$ cat src/rtl/irq_ctrl_pkg.sv
package irq_ctrl_pkg;
  localparam int unsigned NUM_IRQ = 8;
  localparam int unsigned ID_W    = $clog2(NUM_IRQ);
  localparam int unsigned REG_W   = 32;

  localparam int unsigned ST_MASK_LO = 8;
  localparam int unsigned ST_USER    = 4;
  localparam int unsigned ST_EXL     = 1;
  localparam int unsigned ST_IE      = 0;
  localparam int unsigned CA_PEND_LO = 8;
  localparam int unsigned CA_CODE_LO = 2;
  localparam int unsigned CA_CODE_W  = 5;
  localparam int unsigned CA_BD      = 31;

  localparam logic [CA_CODE_W-1:0] CODE_EXT_IRQ = '0;

  typedef enum logic {SEL_STATUS = 1'b0, SEL_CAUSE = 1'b1} reg_sel_e;
endpackage

$ cat src/rtl/irq_prio_enc.sv
module irq_prio_enc #(
  parameter int unsigned N    = 8,
  parameter int unsigned ID_W = $clog2(N)
) (
  input  logic [N-1:0]    cand_i,
  output logic            any_o,
  output logic [ID_W-1:0] id_o
);
  always_comb begin
    id_o = '0;
    for (int i = 0; i < N; i++) begin
      if (cand_i[i]) id_o = ID_W'(i);
    end
  end
  assign any_o = |cand_i;
endmodule

$ cat src/rtl/irq_mask_stack.sv
module irq_mask_stack #(
  parameter int unsigned W     = 8,
  parameter int unsigned DEPTH = 8
) (
  input  logic         clk_i,
  input  logic         rst_ni,
  input  logic         push_i,
  input  logic         pop_i,
  input  logic [W-1:0] din_i,
  output logic [W-1:0] dout_o,
  output logic         full_o,
  output logic         empty_o
);
  localparam int unsigned CNT_W = $clog2(DEPTH + 1);
  localparam int unsigned IDX_W = (DEPTH > 1) ? $clog2(DEPTH) : 1;

  logic [CNT_W-1:0] cnt_q;
  logic [W-1:0]     mem_q [DEPTH];
  logic [IDX_W-1:0] top_idx, wr_idx;

  assign full_o  = (cnt_q == CNT_W'(DEPTH));
  assign empty_o = (cnt_q == '0);
  assign top_idx = IDX_W'(cnt_q - 1'b1);
  assign wr_idx  = IDX_W'(cnt_q);
  assign dout_o  = mem_q[top_idx];

  always_ff @(posedge clk_i or negedge rst_ni) begin
    if (!rst_ni) begin
      cnt_q <= '0;
    end else if (push_i && !full_o) begin
      cnt_q <= cnt_q + 1'b1;
    end else if (pop_i && !empty_o) begin
      cnt_q <= cnt_q - 1'b1;
    end
  end

  for (genvar g = 0; g < DEPTH; g++) begin : g_slot
    always_ff @(posedge clk_i or negedge rst_ni) begin
      if (!rst_ni) mem_q[g] <= '0;
      else if (push_i && !full_o && wr_idx == IDX_W'(g)) mem_q[g] <= din_i;
    end
  end
endmodule

$ cat src/rtl/irq_ctrl.sv
module irq_ctrl
  import irq_ctrl_pkg::*;
#(
  parameter int unsigned STACK_DEPTH = 8
) (
  input  logic               clk_i,
  input  logic               rst_ni,
  input  logic               reg_we_i,
  input  logic               reg_sel_i,
  input  logic [REG_W-1:0]   reg_wdata_i,
  output logic [REG_W-1:0]   reg_rdata_o,
  input  logic [NUM_IRQ-1:0] irq_lines_i,
  output logic               exc_req_o,
  output logic [ID_W-1:0]    irq_id_o,
  input  logic               exc_entry_i,
  input  logic               exc_return_i,
  output logic               stack_ovf_o
);
  logic [NUM_IRQ-1:0]   mask_q, mask_narrow, saved_mask;
  logic                 user_q, exl_q, ie_q, bd_q, ovf_q;
  logic [CA_CODE_W-1:0] code_q;
  logic [NUM_IRQ-1:0]   cand;
  logic                 any_cand, take, ret, sw_wr;
  logic                 stk_full, stk_empty;
  logic [ID_W-1:0]      win_id;
  logic                 unused_wdata;

  assign cand = irq_lines_i & mask_q;

  irq_prio_enc #(.N(NUM_IRQ), .ID_W(ID_W)) u_prio (
    .cand_i (cand),
    .any_o  (any_cand),
    .id_o   (win_id)
  );

  assign exc_req_o = ie_q & any_cand;
  assign irq_id_o  = exc_req_o ? win_id : '0;
  assign take      = exc_entry_i & exc_req_o;
  assign ret       = exc_return_i & ~take;
  assign sw_wr     = reg_we_i & ~take & ~ret;

  // keep only lines strictly above the serviced one
  always_comb begin
    for (int i = 0; i < NUM_IRQ; i++) begin
      mask_narrow[i] = mask_q[i] && (i > int'(win_id));
    end
  end

  irq_mask_stack #(.W(NUM_IRQ), .DEPTH(STACK_DEPTH)) u_stack (
    .clk_i   (clk_i),
    .rst_ni  (rst_ni),
    .push_i  (take),
    .pop_i   (ret),
    .din_i   (mask_q),
    .dout_o  (saved_mask),
    .full_o  (stk_full),
    .empty_o (stk_empty)
  );

  always_ff @(posedge clk_i or negedge rst_ni) begin
    if (!rst_ni) begin
      mask_q <= '0;
      user_q <= 1'b0;
      exl_q  <= 1'b0;
      ie_q   <= 1'b0;
      code_q <= '0;
      bd_q   <= 1'b0;
      ovf_q  <= 1'b0;
    end else if (take) begin
      mask_q <= mask_narrow;
      ie_q   <= 1'b1;
      code_q <= CODE_EXT_IRQ;
      if (stk_full) ovf_q <= 1'b1;
    end else if (ret) begin
      ie_q <= 1'b0;
      if (!stk_empty) mask_q <= saved_mask;
    end else if (sw_wr) begin
      if (reg_sel_i == SEL_STATUS) begin
        mask_q <= reg_wdata_i[ST_MASK_LO +: NUM_IRQ];
        user_q <= reg_wdata_i[ST_USER];
        exl_q  <= reg_wdata_i[ST_EXL];
        ie_q   <= reg_wdata_i[ST_IE];
      end else begin
        code_q <= reg_wdata_i[CA_CODE_LO +: CA_CODE_W];
        bd_q   <= reg_wdata_i[CA_BD];
      end
    end
  end

  always_comb begin
    reg_rdata_o = '0;
    if (reg_sel_i == SEL_STATUS) begin
      reg_rdata_o[ST_MASK_LO +: NUM_IRQ] = mask_q;
      reg_rdata_o[ST_USER]               = user_q;
      reg_rdata_o[ST_EXL]                = exl_q;
      reg_rdata_o[ST_IE]                 = ie_q;
    end else begin
      reg_rdata_o[CA_PEND_LO +: NUM_IRQ]  = irq_lines_i;
      reg_rdata_o[CA_CODE_LO +: CA_CODE_W] = code_q;
      reg_rdata_o[CA_BD]                  = bd_q;
    end
  end

  assign stack_ovf_o  = ovf_q;
  assign unused_wdata = ^{reg_wdata_i[30:16], reg_wdata_i[7:5], reg_wdata_i[3:2]};
endmodule

$ cat config.mk
export PLATFORM = sky130hd
export DESIGN_NAME = irq_ctrl
export DESIGN_NICKNAME = d
export VERILOG_FILES = /design/src/rtl/irq_ctrl_pkg.sv /design/src/rtl/irq_prio_enc.sv /design/src/rtl/irq_mask_stack.sv /design/src/rtl/irq_ctrl.sv
export SDC_FILE = /design/constraint.sdc
export NUM_CORES = 1
export LEC_CHECK = 0
export BUFFER_PORTS_ARGS = -buffer_cell sky130_fd_sc_hd__clkbuf_2
export CAP_MARGIN = 20
export CORE_ASPECT_RATIO = 0.75
export CORE_MARGIN = 3
export CORE_UTILIZATION = 40
export CTS_CLUSTER_SIZE = 16
export DETAILED_ROUTE_END_ITERATION = 8
export HOLD_SLACK_MARGIN = 0.03
export SLEW_MARGIN = 20
export SYNTH_ARGS = -nofsm -noshare
export SYNTH_HDL_FRONTEND = slang
export SYNTH_SLANG_ARGS = --single-unit
$ cat constraint.sdc
create_clock -name clk_i -period 4.94 [get_ports clk_i]
set_input_delay 0.988 -clock clk_i [delete_from_list [all_inputs] [get_ports clk_i]]
set_output_delay 0.988 -clock clk_i [all_outputs]
set_load 0.1 [all_outputs]
Word level (Yosys, flattened, before mapping)

Index checks and enable logic that the tools add are counted.

Reduce and logical (&&, ||, !) cells: 32
Multiplexer cells: 32
$lt $le $gt $ge: 8
$add $sub $neg: 2
Equal/unequal tests: 11
Bitwise operators: 10

Operators by type and width:

| operator            | number |
|---|---|
| $mux 8              | 8 |
| $bmux 8 s3          | 1 |
| $mux 5              | 4 |
| $logic_and 1x1->1   | 17 |
| $mux 3              | 5 |
| $eq 3x3->1 const B  | 4 |
| $gt 3x3->1 const A  | 4 |
| $mux 2              | 5 |
| $and 8x8->8         | 1 |
| $mux 4              | 2 |
| $reduce_and 4->1    | 2 |
| $reduce_or 8->1     | 1 |
| $mux 1              | 7 |
| $eq 3x2->1 const B  | 2 |
| $gt 2x3->1 const A  | 2 |
| $reduce_and 3->1    | 2 |
| $reduce_bool 2->1   | 3 |
| $and 1x1->1         | 5 |
| $add 4x1->4 const B | 1 |
| $eq 4x4->1 const B  | 1 |
| $ge 4x4->1 const B  | 1 |
| $logic_not 4->1     | 1 |
| $not 3->4           | 1 |
| $reduce_and 2->1    | 2 |
| other kinds (10)    | 13 |

Output and inout bits: 37
Logic and storage cells: 111
Bits in registers: 86
Bits of input ports: 46

Longest topological paths before layout

Word-level depth: 11
Depth in mapped cells: 11
Depth with buffers taken out: 7

Modules after synthesis

A second synthesis with hierarchy kept.

Cell total of the unflattened synthesis: 362
Area total of the unflattened synthesis: 4717.0 um^2

By module, submodules not included:

| module         | instances | cells each | sequential area each (um^2) | area an instance (um^2) |
|---|---|---|---|---|
| irq_mask_stack | 1         | 213        | 1701.6                      | 3343.2 |
| irq_ctrl       | 1         | 137        | 450.4                       | 1307.5 |
| irq_prio_enc   | 1         | 12         | 0.0                         | 66.3 |

Worst setup path before layout

OpenSTA, ideal clock, no wires.

Kind: input-to-output
From: in irq_lines_i[4]
To: out irq_id_o[0]
Stages on the path: 4
Buffers on the path: 0
Arrival: 4.306 ns
Setup slack: -0.354 ns
Required time: 3.952 ns
Cell sequence: a22o_1 nor2_1 a31oi_1 nor2b_1

Elaborated cells on any way between the ends: 8
Those cells by class: 5 x mux; 2 x bitwise; 1 x reduce/logical

RTL lines:

| element            | line               | source |
|---|---|---|
| start: declaration | irq_ctrl.sv:12     | `input logic [NUM_IRQ-1:0] irq_lines_i,` |
| $and 8x8->8        | irq_ctrl.sv:28     | `assign cand = irq_lines_i & mask_q;` |
| $reduce_or 8->1    | irq_prio_enc.sv:15 | `assign any_o = \|cand_i;` |
| $and 1x1->1        | irq_ctrl.sv:36     | `assign exc_req_o = ie_q & any_cand;` |
| net exc_req_o      | irq_ctrl.sv:13     | `output logic exc_req_o,` |
| $mux 3             | irq_ctrl.sv:37     | `assign irq_id_o = exc_req_o ? win_id : '0;` |
| end: declaration   | irq_ctrl.sv:14     | `output logic [ID_W-1:0] irq_id_o,` |

The timed path passes the listed nets, and every way through them passes these cells.

Final worst setup path

From: in irq_lines_i[4]
To: out irq_id_o[0]

Word-level cells in the longest chain between the ends: 6
Elaborated cells on any way between the ends: 8
Those cells by class: 5 x mux; 2 x bitwise; 1 x reduce/logical

RTL lines:

| element              | line               | source |
|---|---|---|
| $and 8x8->8 (*)      | irq_ctrl.sv:28     |  |
| $mux 3 (4 in series) | irq_prio_enc.sv:12 | `if (cand_i[i]) id_o = ID_W'(i);` |
| $mux 3 (*)           | irq_ctrl.sv:37     |  |

Mark *: on every way between the ends. The rest lies on a longest branch, timed or not.

==> flow_results.org <==
** Outcome
- Outcome :: finished clean

** Clock tree
- Max Root-Sink Buffers :: 2
- Post-cts sizing count :: 0
- Buffers added to address setup during post-CTS repair amount to 0.
- CTS HTree Levels :: 3
- TritonCTS built the clock tree.
- Root buffer cell :: sky130_fd_sc_hd__clkbuf_16
- Clock-pin slew was measured on the worst setup and hold paths at 0.06 ns.
- Counting every sink on the clock net gives 86.
- Worst-skew pair later-pin latency :: 0.34 ns
- Buffers inserted during clock tree synthesis total 9.
- Hold repair after CTS inserted 0 buffers.

** Synthesis
- The synthesized netlist devotes 7.021% of its cell area to compound gates.
- A synthesized cell averages 12.65 um2.
- Top cells by area in the synthesized netlist :: sky130_fd_sc_hd__dfrtp_1, sky130_fd_sc_hd__mux2_2, sky130_fd_sc_hd__mux4_2, sky130_fd_sc_hd__mux2i_1, sky130_fd_sc_hd__o21ai_0
- #FFs+latches synth :: 86
- The Yosys step of the flow raised 0 warnings.
- The most used flip-flop cell after synthesis is sky130_fd_sc_hd__dfrtp_1.
- Xor/xnor cell area share of the yosys netlist :: 0.7802%
- Cell with the most instances after synthesis :: sky130_fd_sc_hd__dfrtp_1
- Number of instances in the synthesized netlist :: 355
- Basic-gate share of the synthesized area counting and, or, nand and nor cells :: 7.885%
- Syn Std Cell Area :: 0.004491 mm2
- Fraction of synthesis flops using an asynchronous set or reset pin :: 100.0%
- Fraction of post-synthesis cell area in the top cell type by area :: 47.92%
- Number of synthesized flops with an enable pin :: 0
- Multiplexer cells account for 29.34% of the synthesized area.
- Library cell occupying the most area in the post-synthesis netlist :: sky130_fd_sc_hd__dfrtp_1
- After Yosys synthesis, full adders, half adders and majority gates account for 1.950% of the synthesized area.
- Sequential elements use 47.92% of the synthesized area.
- Ranked by instance count, the synthesized netlist is headed by sky130_fd_sc_hd__dfrtp_1, sky130_fd_sc_hd__mux2_2, sky130_fd_sc_hd__o21ai_0.
- Counting distinct cell types in the post-synthesis netlist gives 43.
- Dominant combinational cell family by area after synthesis :: multiplexers

** Timing
- Slew Limit Headroom :: 43.20%
- Timing would allow up to 0.3050 GHz.
- Max-slew violation total from the final report :: 0
- Worst setup skew after layout :: 0.007710 ns
- RSZ-0062 raised after global routing :: false
- Post-layout min period :: 3.279 ns
- For the pin with the worst max-slew slack, the measured transition is 0.8521 ns.
- Final Hold Fails :: 0
- For the final routed database, the setup TNS stands at 0 ns.
- Total setup violations reported at the end of the flow :: 0
- The worst path uses 66.37% of the clock period.

** Die
- Floorplan die area :: 0.01255 mm2
- Total number of placement rows :: 32
- Die height :: 97.76 um
- The initial utilization of the core area, before any placement, comes to 42.32%.
- Area inside the core boundary :: 0.01061 mm2
- Ports :: 83
- Chip Width :: 128.3 um

** Power
- Standby leakage power :: 2.491 nW
- IR analysis of the VDD net gives a maximum drop of 0.0002128 V.
- Dividing total power by cell area gives a power density of 635.2 mW/mm2.

** Worst setup path
- Data required time at the worst endpoint :: 3.95 ns
- The worst setup path is captured at an output pin.
- Path type of the worst setup path :: input pin to output pin
- STA classifies the critical path startpoint as an input pin.
- For the worst setup path, the data arrival time is 2.29 ns.
- Max FO, Critical Path :: 4

** Finish
- Finished Cell Area :: 0.005066 mm2
- In the final design database the tool counted 452 nets.
- The repair_antennas step left the layout with diodes totalling 0.
- Leaving out filler cells and counting taps, the final layout contains 540.
- Area Overhead vs Synth :: 12.82%
- Fraction of layout cells with a size suffix above 1 :: 41.09%

** Placed design
- Count of port buffers added during placement :: 50
- Placed insts :: 524
- Summed over all nets, the half-perimeter wirelength after detailed placement is 6.892 mm.
- Standard cell area after detailed placement :: 0.004785 mm2
- GP Congestion :: 0.8369

** Detailed routing
- Antenna violation net count after detailed routing :: 0
- Number of remaining DRC errors :: 0
- Post-DR vias/cell :: 5.404
- The detailed router finished its first iteration with 184 violations.
- Wirelength per Cell :: 18.77 um
- Total number of vias :: 2,918
- Total routed wirelength :: 10.14 mm
- 1st-pass router iterations :: 4

** Global routing
- The initial antenna violation count was 0.
- Across every metal layer, demand over resource in global routing totals 16.92%.
- GRT overflow :: 0
- Entering global routing, the biggest net connects 87 pins.
- Number of global-route vias before repair :: 2,926
- Global-route wire length before repair :: 16.36 mm

** Job
- Max-cap violations :: 0

** Min path
- The min-delay analysis places its worst path in the category register to register.
-- final cells by class --
type / count / area, um2
timing repair buffer: 52 / 271.5
fill: 953 / 5544
clock inverter: 5 / 35.03
sequential: 86 / 2152
clock buffer: 11 / 242.7
multi-input combinational: 245 / 2176
tap: 136 / 170.2
inverter: 5 / 18.77
-- final timing paths --
check,startpoint,to,slack [ns],cells after the start
min,stack_ovf_o,stack_ovf_o,0.47,1
max in group asynchronous,rst_ni,stack_ovf_o,3.71,1
max,irq_lines_i[4],irq_id_o[0],1.66,6
min in group asynchronous,rst_ni,bd_q,0.69,1
min reg2reg,stack_ovf_o,stack_ovf_o,0.47,1
max reg2reg,u_stack.cnt_q[0],mask_q[7],2.08,8
-- flip-flops by register name, summed over array words and instances, names as in the netlist --
| name | cells |
|---|---|
| bd_q | 1 |
| code_q | 5 |
| exl_q | 1 |
| ie_q | 1 |
| mask_q | 8 |
| stack_ovf_o | 1 |
| u_stack.cnt_q | 4 |
| u_stack.mem_q | 64 |
| user_q | 1 |
-- per-stage QoR --
stage | hold slack (ns) | utilization, % | power (mW) | worst slack (ns)
after CTS | 0.4819 | 47.71 | 3.245 | 1.673
after global placement | 0.4578 | 45.09 | 2.558 | 1.669
after global routing | 0.5083 | 47.75 | 3.417 | 1.534
after detailed placement | 0.4662 | 45.09 | 2.601 | 1.685
after floorplan | 0.4446 | - | 2.285 | 0.2872
final | 0.4733 | 47.75 | 3.218 | 1.661
-- kinds of logic (layout without fill, tap and decap cells) --
kind of cell,count (synthesis),after routing
muxes,102,102
DFF,86,86
and+or+nand+nor,70,70
AOI/OAI and AO/OA,46,46
buffers and inverters,39,73
adders and majority gates,7,7
xor gates and xnor gates,4,4
other,1,16
-- routing by layer --
layer  vias to the layer above  track usage [%]  part of all wire [%]
li1                       1341                -                     -
met1                      1479            25.19                    50
met2                        89            24.69                    44
met3                         9            4.265                   5.8
met4                         0            4.405                  0.80
met5                         -                0                     0
-- cells in the final DEF, fill, tap and decap left out, types with 3 or more instances in the layout --
| cell | synthesis | final |
|---|---|---|
| sky130_fd_sc_hd__dfrtp_1 | 86 | 86 |
| sky130_fd_sc_hd__mux2_2 | 69 | 69 |
| sky130_fd_sc_hd__clkbuf_2 | 0 | 49 |
| sky130_fd_sc_hd__o21ai_0 | 26 | 26 |
| sky130_fd_sc_hd__nand2_1 | 23 | 23 |
| sky130_fd_sc_hd__nor2_1 | 18 | 18 |
| sky130_fd_sc_hd__mux4_2 | 16 | 16 |
| sky130_fd_sc_hd__conb_1 | 1 | 16 |
| sky130_fd_sc_hd__mux2i_1 | 15 | 15 |
| sky130_fd_sc_hd__clkbuf_16 | 0 | 9 |
| sky130_fd_sc_hd__and2_1 | 7 | 7 |
| sky130_fd_sc_hd__ha_1 | 7 | 7 |
| sky130_fd_sc_hd__inv_1 | 5 | 5 |
| sky130_fd_sc_hd__nand2_2 | 4 | 4 |
| sky130_fd_sc_hd__a22o_1 | 3 | 3 |
| sky130_fd_sc_hd__nor2b_1 | 3 | 3 |
| sky130_fd_sc_hd__nand3_2 | 3 | 3 |
| sky130_fd_sc_hd__o211ai_1 | 3 | 3 |
-- where the power goes --
group / switching (mW) / internal, mW
clock network: 0.277 / 0.354
registers: 0.235 / 0.933
logic: 0.892 / 0.527
-- critical path: stages --
cell	delay (ns)
sky130_fd_sc_hd__clkbuf_2	0.11
sky130_fd_sc_hd__a22o_1	0.28
sky130_fd_sc_hd__nor2_1	0.25
sky130_fd_sc_hd__a31oi_2	0.13
sky130_fd_sc_hd__nor2b_1	0.14
sky130_fd_sc_hd__clkbuf_2	0.38
(Power assumes the default switching activity.)
